## src/rtl/regwrap_pkg.sv

```systemverilog
package regwrap_pkg;
   localparam int unsigned OFF_KEY_HI = 'h00;
   localparam int unsigned OFF_KEY_LO = 'h04;
   localparam int unsigned OFF_DIN_HI = 'h08;
   localparam int unsigned OFF_DIN_LO = 'h0C;
   localparam int unsigned OFF_MODE   = 'h10;
   localparam int unsigned OFF_CMD    = 'h14;
   localparam int unsigned OFF_RES_HI = 'h28;
   localparam int unsigned OFF_RES_LO = 'h2C;

   typedef struct packed {
      logic done_seen;
      logic busy;
   } stat_t;
endpackage

```

## src/rtl/cipher_halfreg.sv

```systemverilog
module cipher_halfreg #(
   parameter int W = 32
) (
   input  logic         clk,
   input  logic         rst_n,
   input  logic         load,
   input  logic [W-1:0] d,
   output logic [W-1:0] q
);
   always_ff @(posedge clk or negedge rst_n) begin
      if (!rst_n)    q <= '0;
      else if (load) q <= d;
   end
endmodule

```

## src/rtl/cipher_oppair.sv

```systemverilog
module cipher_oppair #(
   parameter int HALF_W = 32,
   localparam int OP_W  = 2 * HALF_W
) (
   input  logic            clk,
   input  logic            rst_n,
   input  logic [1:0]      we,
   input  logic [OP_W-1:0] d,
   output logic [OP_W-1:0] q
);
   for (genvar g = 0; g < 2; g++) begin : g_half
      cipher_halfreg #(.W(HALF_W)) u_half (
         .clk   (clk),
         .rst_n (rst_n),
         .load  (we[g]),
         .d     (d[g*HALF_W +: HALF_W]),
         .q     (q[g*HALF_W +: HALF_W])
      );
   end
endmodule

```

## src/rtl/cipher_ctrl.sv

```systemverilog
module cipher_ctrl (
   input  logic clk,
   input  logic rst_n,
   input  logic cmd_wr,
   input  logic eng_busy,
   input  logic eng_done,
   output logic start_q,
   output logic done_flag
);
   logic accept;
   assign accept = cmd_wr && !eng_busy && !start_q;

   always_ff @(posedge clk or negedge rst_n) begin
      if (!rst_n) begin
         start_q   <= 1'b0;
         done_flag <= 1'b0;
      end else begin
         start_q <= accept;
         if (eng_done)    done_flag <= 1'b1;
         else if (accept) done_flag <= 1'b0;
      end
   end
endmodule

```

## src/rtl/cipher_rddec.sv

```systemverilog
module cipher_rddec
   import regwrap_pkg::*;
#(
   parameter int DATA_W = 32,
   parameter int ADDR_W = 8,
   localparam int OP_W  = 2 * DATA_W
) (
   input  logic [ADDR_W-1:0] addr,
   input  logic [OP_W-1:0]   key,
   input  logic [OP_W-1:0]   din,
   input  logic              mode,
   input  stat_t             stat,
   input  logic [OP_W-1:0]   res,
   output logic [DATA_W-1:0] rdata
);
   always_comb begin
      rdata = '0;
      if      (addr == ADDR_W'(OFF_KEY_HI)) rdata = key[OP_W-1:DATA_W];
      else if (addr == ADDR_W'(OFF_KEY_LO)) rdata = key[DATA_W-1:0];
      else if (addr == ADDR_W'(OFF_DIN_HI)) rdata = din[OP_W-1:DATA_W];
      else if (addr == ADDR_W'(OFF_DIN_LO)) rdata = din[DATA_W-1:0];
      else if (addr == ADDR_W'(OFF_MODE))   rdata = DATA_W'(mode);
      else if (addr == ADDR_W'(OFF_CMD))    rdata = DATA_W'(stat);
      else if (addr == ADDR_W'(OFF_RES_HI)) rdata = res[OP_W-1:DATA_W];
      else if (addr == ADDR_W'(OFF_RES_LO)) rdata = res[DATA_W-1:0];
   end
endmodule

```

## src/rtl/cipher_regwrap.sv

```systemverilog
module cipher_regwrap
   import regwrap_pkg::*;
#(
   parameter int DATA_W = 32,
   parameter int ADDR_W = 8,
   localparam int OP_W  = 2 * DATA_W
) (
   input  logic              clk,
   input  logic              rst_n,
   input  logic              bus_sel,
   input  logic              bus_wr,
   input  logic [ADDR_W-1:0] bus_addr,
   input  logic [DATA_W-1:0] bus_wdata,
   output logic [DATA_W-1:0] bus_rdata,
   output logic [OP_W-1:0]   eng_key,
   output logic [OP_W-1:0]   eng_din,
   output logic              eng_mode,
   output logic              eng_start,
   input  logic              eng_busy,
   input  logic              eng_done,
   input  logic [OP_W-1:0]   eng_dout
);
   if (ADDR_W < 6) begin : g_bad_addr
      $error("ADDR_W must cover the map up to 0x2C");
   end
   if (DATA_W < 2) begin : g_bad_data
      $error("DATA_W must hold the status word");
   end

   logic wr;
   logic [1:0] key_we, din_we;
   logic       mode_q, done_flag;
   logic [OP_W-1:0] res_q;
   stat_t      stat;

   assign wr     = bus_sel && bus_wr;
   assign key_we = {wr && bus_addr == ADDR_W'(OFF_KEY_HI), wr && bus_addr == ADDR_W'(OFF_KEY_LO)};
   assign din_we = {wr && bus_addr == ADDR_W'(OFF_DIN_HI), wr && bus_addr == ADDR_W'(OFF_DIN_LO)};

   cipher_oppair #(.HALF_W(DATA_W)) u_key (
      .clk(clk), .rst_n(rst_n), .we(key_we), .d({bus_wdata, bus_wdata}), .q(eng_key)
   );
   cipher_oppair #(.HALF_W(DATA_W)) u_din (
      .clk(clk), .rst_n(rst_n), .we(din_we), .d({bus_wdata, bus_wdata}), .q(eng_din)
   );
   cipher_oppair #(.HALF_W(DATA_W)) u_res (
      .clk(clk), .rst_n(rst_n), .we({eng_done, eng_done}), .d(eng_dout), .q(res_q)
   );

   always_ff @(posedge clk or negedge rst_n) begin
      if (!rst_n)                                   mode_q <= 1'b0;
      else if (wr && bus_addr == ADDR_W'(OFF_MODE)) mode_q <= bus_wdata[0];
   end
   assign eng_mode = mode_q;

   cipher_ctrl u_ctrl (
      .clk       (clk),
      .rst_n     (rst_n),
      .cmd_wr    (wr && bus_addr == ADDR_W'(OFF_CMD)),
      .eng_busy  (eng_busy),
      .eng_done  (eng_done),
      .start_q   (eng_start),
      .done_flag (done_flag)
   );

   assign stat.busy      = eng_busy;
   assign stat.done_seen = done_flag;

   cipher_rddec #(.DATA_W(DATA_W), .ADDR_W(ADDR_W)) u_rd (
      .addr(bus_addr), .key(eng_key), .din(eng_din), .mode(mode_q),
      .stat(stat), .res(res_q), .rdata(bus_rdata)
   );
endmodule

```

## config.mk

```make
export PLATFORM = sky130hd
export DESIGN_NAME = cipher_regwrap
export DESIGN_NICKNAME = d
export VERILOG_FILES = /design/src/rtl/regwrap_pkg.sv /design/src/rtl/cipher_halfreg.sv /design/src/rtl/cipher_oppair.sv /design/src/rtl/cipher_ctrl.sv /design/src/rtl/cipher_rddec.sv /design/src/rtl/cipher_regwrap.sv
export SDC_FILE = /design/constraint.sdc
export NUM_CORES = 1
export LEC_CHECK = 0
export ABC_AREA = 1
export BUFFER_PORTS_ARGS = -buffer_cell sky130_fd_sc_hd__buf_2
export CAP_MARGIN = 20
export CORE_MARGIN = 2
export CORE_UTILIZATION = 55
export DETAILED_ROUTE_END_ITERATION = 12
export PLACE_DENSITY_LB_ADDON = 0.3
export REMOVE_ABC_BUFFERS = 1
export SETUP_SLACK_MARGIN = 0.05
export SYNTH_ARGS = -nofsm -noshare
export SYNTH_HDL_FRONTEND = slang
export SYNTH_SLANG_ARGS = --single-unit
export TNS_END_PERCENT = 50
```

## constraint.sdc

```tcl
create_clock -name clk -period 2.7 [get_ports clk]
set_clock_uncertainty 0.2 [all_clocks]
set_input_delay 0.135 -clock clk [delete_from_list [all_inputs] [get_ports clk]]
set_output_delay 0.135 -clock clk [all_outputs]
set_load 0.02 [all_outputs]
```

; Word level (Yosys, flattened, before mapping)
; Index checks and enable logic that the tools add are counted.
[totals]
regBits = 195
latchBits = 0
ramBits = 0
romBits = 0
inputBits = 110
out_inout_bits = 162
wordCells = 39
memories = 0
[op_classes]
add_sub_neg = 0
mul = 0
div_mod_pow = 0
order_cmp = 0
eq_ne = 7
shift = 0
n_mux = 10
bitwise = 0
reduce_logical = 13
[op_table]
columns = operator, count
row1 = $mux W32, 8
row2 = $eq A8 B4 Y1 const B, 2
row3 = $eq A8 B5 Y1 const B, 2
row4 = $eq A8 B6 Y1 const B, 2
row5 = $logic_and A1 B1 Y1, 9
row6 = $eq A8 B3 Y1 const B, 1
row7 = $logic_not A8 Y1, 1
row8 = $logic_not A1 Y1, 2
row9 = $mux W1, 2
row10 = $reduce_bool A2 Y1, 1

; Longest topological paths before layout
[depth]
depth_word = 9
depth_mapped = 9
mapped_depth_nobuf = 8

; Hierarchy
; From an unflattened synthesis, not the netlist that was laid out.
[hier_totals]
hier_cells = 1240
hier_area_um2 = 9683.0
[modules_own_cells]
columns = mod, n_inst, cells_each, area_each_um2
row1 = cipher_halfreg, 6, 136, 1292.5
row2 = cipher_rddec, 1, 379, 1661.6
row3 = cipher_regwrap, 1, 36, 183.9
row4 = cipher_ctrl, 1, 9, 82.6

; Worst setup path after synthesis
; OpenSTA, ideal clock, no wires.
[synth_path]
path_kind = input to output
from = input port bus_addr[6]
to = output port bus_rdata[10]
arrival_ns = 1.279
required_time_ns = 2.365
slack_ns = 1.086
stages = 8
n_path_buf = 1
path_cell_list = inv_2 > nand2_1 > nor3_2 > inv_2 > nor3_4 > clkbuf_1 > nand2_1 > nand4_1
[synth_between]
elab_chain_cells = 9
elab_cells_between_ends = 16
cone_classes = eq/ne (7) / mux (8) / reduce/logical (1)
[synth_lines]
columns = element, line
row1 = from (decl), cipher_regwrap.sv:12  ; input logic [ADDR_W-1:0] bus_addr,
row2 = $eq A8 B6 Y1, cipher_rddec.sv:25  ; else if (addr == ADDR_W'(OFF_RES_LO)) rdata = res[DATA_W-1:0];
row3 = $mux W32, cipher_rddec.sv:25
row4 = $mux W32, cipher_rddec.sv:24  ; else if (addr == ADDR_W'(OFF_RES_HI)) rdata = res[OP_W-1:DATA_W];
row5 = $mux W32, cipher_rddec.sv:23  ; else if (addr == ADDR_W'(OFF_CMD)) rdata = DATA_W'(stat);
row6 = $mux W32, cipher_rddec.sv:22  ; else if (addr == ADDR_W'(OFF_MODE)) rdata = DATA_W'(mode);
row7 = $mux W32, cipher_rddec.sv:21  ; else if (addr == ADDR_W'(OFF_DIN_LO)) rdata = din[DATA_W-1:0];
row8 = $mux W32, cipher_rddec.sv:20  ; else if (addr == ADDR_W'(OFF_DIN_HI)) rdata = din[OP_W-1:DATA_W];
row9 = $mux W32, cipher_rddec.sv:19  ; else if (addr == ADDR_W'(OFF_KEY_LO)) rdata = key[DATA_W-1:0];
row10 = $mux W32 (*), cipher_rddec.sv:18  ; if (addr == ADDR_W'(OFF_KEY_HI)) rdata = key[OP_W-1:DATA_W];
row11 = to (decl), cipher_regwrap.sv:14  ; output logic [DATA_W-1:0] bus_rdata,
; Every way passes the cells marked *; elsewhere a longest branch is shown, timed or not.

; Worst setup path after layout
[layout_path]
from = input port bus_addr[2]
to = output port bus_rdata[8]
; The elaborated chain is that of the path after synthesis.

==> reports/qor.txt <==
PortBufs = 271
TritonCTS Buffers = 17
Die area = 16,500 µm²
Reg2reg end = u_ctrl.done_flag
Vias in the first global route = 8,503
Final worst slack = 0.164 ns
Synth Instances = 1,038
Post-synthesis sequential area ratio = 57.2%
DP HPWL = 16,500 µm
Worst vdd ir = 471 µV
Mean post-synth cell area = 8.22 µm²
Slew HR = 58.5%
Post-synthesis cell type count = 21
Crit end category = output port
Starting Density = 56.1%
Clock Path Buffers = 2
Worst Max-Slew Pin Slew = 0.622 ns
RSZ-0062 raised after global routing = false
Post-synthesis cell area = 8530 µm²
Power per cell area = 534 nW/µm²
WHS Endpoint = u_res.g_half[1].u_half.q[21]
GRT Total Usage = 33.4%
Setup TNS = 0 ns
Syn-to-layout area delta = 38.1%
Hold Vio Cnt, Final = 2
Overflow after GRT = 0
Final worst-path cycle share = 93.9%
Initial antenna violation count = 1
CP arrival = 2.20 ns
Nets@finish = 1,509
First drt pass iteration count = 6
Critical Path Max Stage Delay = 0.54 ns
Post-CTS setup buffer count = 0
Top Family by Delay on Critical Path = buffers and inverters
Cell Chain, Critical Path = dlygate4sd3_1 -> buf_2 -> inv_1 -> nand2_1 -> nor2_1 -> nand2_1 -> buf_4 -> o22ai_1 -> nor2_1 -> nand4_1 -> buf_2
Vias = 8,796
Setup CP Type = input port to output port
CP max stage cell = dlygate4sd3_1
Clock Latency Late Sink = 0.44 ns
Hold crit path type = input port to flip-flop
Startpoint types = input port
Share of layout cells above drive strength 1 = 23.9%
Clock Tree Root = clkbuf_16
Buffers & Inverters on Critical Path = 5
Final Setup Violations = 0
Drt first-iter violations = 696
Worst r2r src = u_ctrl.start_q
Ports = 272
Failing checks = negative hold slack
FP Rows = 45
WP data required = 2.37 ns
Largest net degree at the start of global routing = 75
CTS HTree Levels = 4
Routed WL = 27,300 µm
Slew Viols, Final = 0
Place WS = 0.650 ns
CP Depth = 11
Register-to-Register Path Depth = 3
Reg2reg setup slack = 0.93 ns
Max frequency = 0.394 GHz
Final GP Congestion = 0.846
Sink Count = 195
Detailed-route wire length per cell = 17.1 µm
Leak pwr = 0.00617 µW
DIE WIDTH = 129 µm
Syn. warnings = 0
DRC viols = 0
CTS tree = done
Die Span Y = 129 µm
#FFs+latches synth = 195
Outcome = finished with violations
Core area = 15,200 µm²
CP Max Fanout = 30
Fin Hold WS = -0.0157 ns
Hold path startpoint = eng_done
Worst hold path depth = 3
Max Cap Viol = 0
Post-DR vias/cell = 5.49
Clk slew on worst S/H paths = 0.06 ns
Global-route wire length before repair = 42,500 µm
Min cycle time layout = 2.54 ns
DRT antenna net count = 0
worst min-delay path, delay by kind of cell:
| family | cells | cell delay, ns |
|---|---|---|
| AO/OA/AOI/OAI | 1 | 0.06 |
| AND/OR/NAND/NOR | 1 | 0.11 |
| buffers and inverters | 1 | 0.26 |
placed cells by master, fill, tap and decap left out:
cell type      netlist  final
clkbuf_8             0      2
clkinvlp_4           0      5
nor3_4               2      2
nand3_1              7      6
clkinv_4             0      3
o211ai_1             1      1
buf_4                0     16
nor2_4               0      1
o21ai_0             95     95
nor2_2               1      1
buf_6                0      1
clkbuf_1            36      2
nand4_1             34     34
clkinv_1             1      1
nor4_1               1      1
clkbuf_16            0     17
inv_1              130    130
bufinv_16            0      2
nor2_1              69     68
dlygate4sd3_1        0    106
buf_12               0      5
o22ai_1             30     30
o21ai_1             96     96
inv_2                6      6
nor3_2               1      1
nand2_2              4      4
diode_2              0      1
o21bai_1             1      1
clkinv_2             0      2
buf_2               18    269
nand2_1            308    308
dfrtp_1            195    195
nand3_2              0      1
area by class of cell:
class / count / area (µm²)
Sequential cell: 195 / 4880
Fill cell: 1029 / 3420
Multi-Input combinational cell: 650 / 2910
Timing Repair Buffer: 398 / 2650
Inverter: 137 / 514
Clock buffer: 20 / 447
Tap cell: 188 / 235
Clock inverter: 12 / 134
Antenna cell: 1 / 2.50
sequential cells by signal (all words and copies together), names as in the netlist:
| signal | flops |
|---|---|
| eng_mode | 1 |
| u_ctrl.done_flag | 1 |
| u_din.g_half.u_half.q | 64 |
| u_key.g_half.u_half.q | 64 |
| u_res.g_half.u_half.q | 64 |
| u_ctrl.start_q | 1 |
worst max path at each step:
stage | start | endpoint | slack [ns]
5_1_grt | bus_addr[4] | bus_rdata[12] | 0.07
2_1_floorplan | bus_addr[6] | u_key.g_half[1].u_half.q[0] | 0.23
6_report | bus_addr[2] | bus_rdata[8] | 0.16
3_5_place_dp | bus_addr[6] | u_key.g_half[0].u_half.q[10] | 0.65
3_3_place_gp | bus_addr[6] | bus_rdata[12] | 0.72
4_1_cts | bus_addr[4] | bus_rdata[12] | 0.14
report_power, final:
part           internal (µW)  total [µW]  switching [µW]  leakage, µW
Combinational            278         666             388      0.00331
Clock                   1390        2490            1110     0.000268
Sequential              3060        3130            69.7      0.00259
synth_stat cells, drive strengths merged:
master | count | share of area (%)
o21ai | 191 | 11
clkbuf | 36 | 1.6
nand3 | 7 | 0.41
clkinv | 1 | 0.044
nand2 | 312 | 14
nor4 | 1 | 0.073
nand4 | 34 | 2.5
o21bai | 1 | 0.088
nor2 | 70 | 3.1
o211ai | 1 | 0.088
inv | 136 | 6.0
nor3 | 3 | 0.50
dfrtp | 195 | 57
buf | 20 | 1.1
o22ai | 30 | 2.2
layer usage:
layer | track usage [%] | up-vias | routed length, µm
met4 | 16.1 | 0 | 1120
met2 | 56.7 | 534 | 13400
met1 | 40.1 | 4135 | 10300
met3 | 8.52 | 100 | 2530
met5 | 0 | - | 0
li1 | - | 4027 | -
cells by family (layout without fill, tap and decap cells):
logic type             count (synthesis)  in the layout  share of synthesized area, %
AND/OR/NAND/NOR                      427            427                          20.4
AO/OA/AOI/OAI                        223            223                          13.6
flip-flops                           195            195                          57.2
buffers and inverters                193            567                          8.76
other                                  0              1                             0
per-stage QoR:
stage	cell area, µm²	power [µW]	hold WS, ns	util [%]	cells
floorplan	8300	3410	-0.361	-	982
global placement	10100	3690	-0.00658	66.6	1462
detailed placement	10100	3710	-0.00451	66.6	1462
CTS	11800	6280	0.00107	77.4	1600
global route	11800	6500	0.0285	77.5	1601
finish	11800	6290	-0.0157	77.5	1601
timing repair:
action,4_1_cts,5_1_grt
hold endpoints to repair,264,0
gates resized for setup,0,2
endpoints found under the setup margin,0,11
hold buffers,106,0
(Power assumes the default switching activity.)
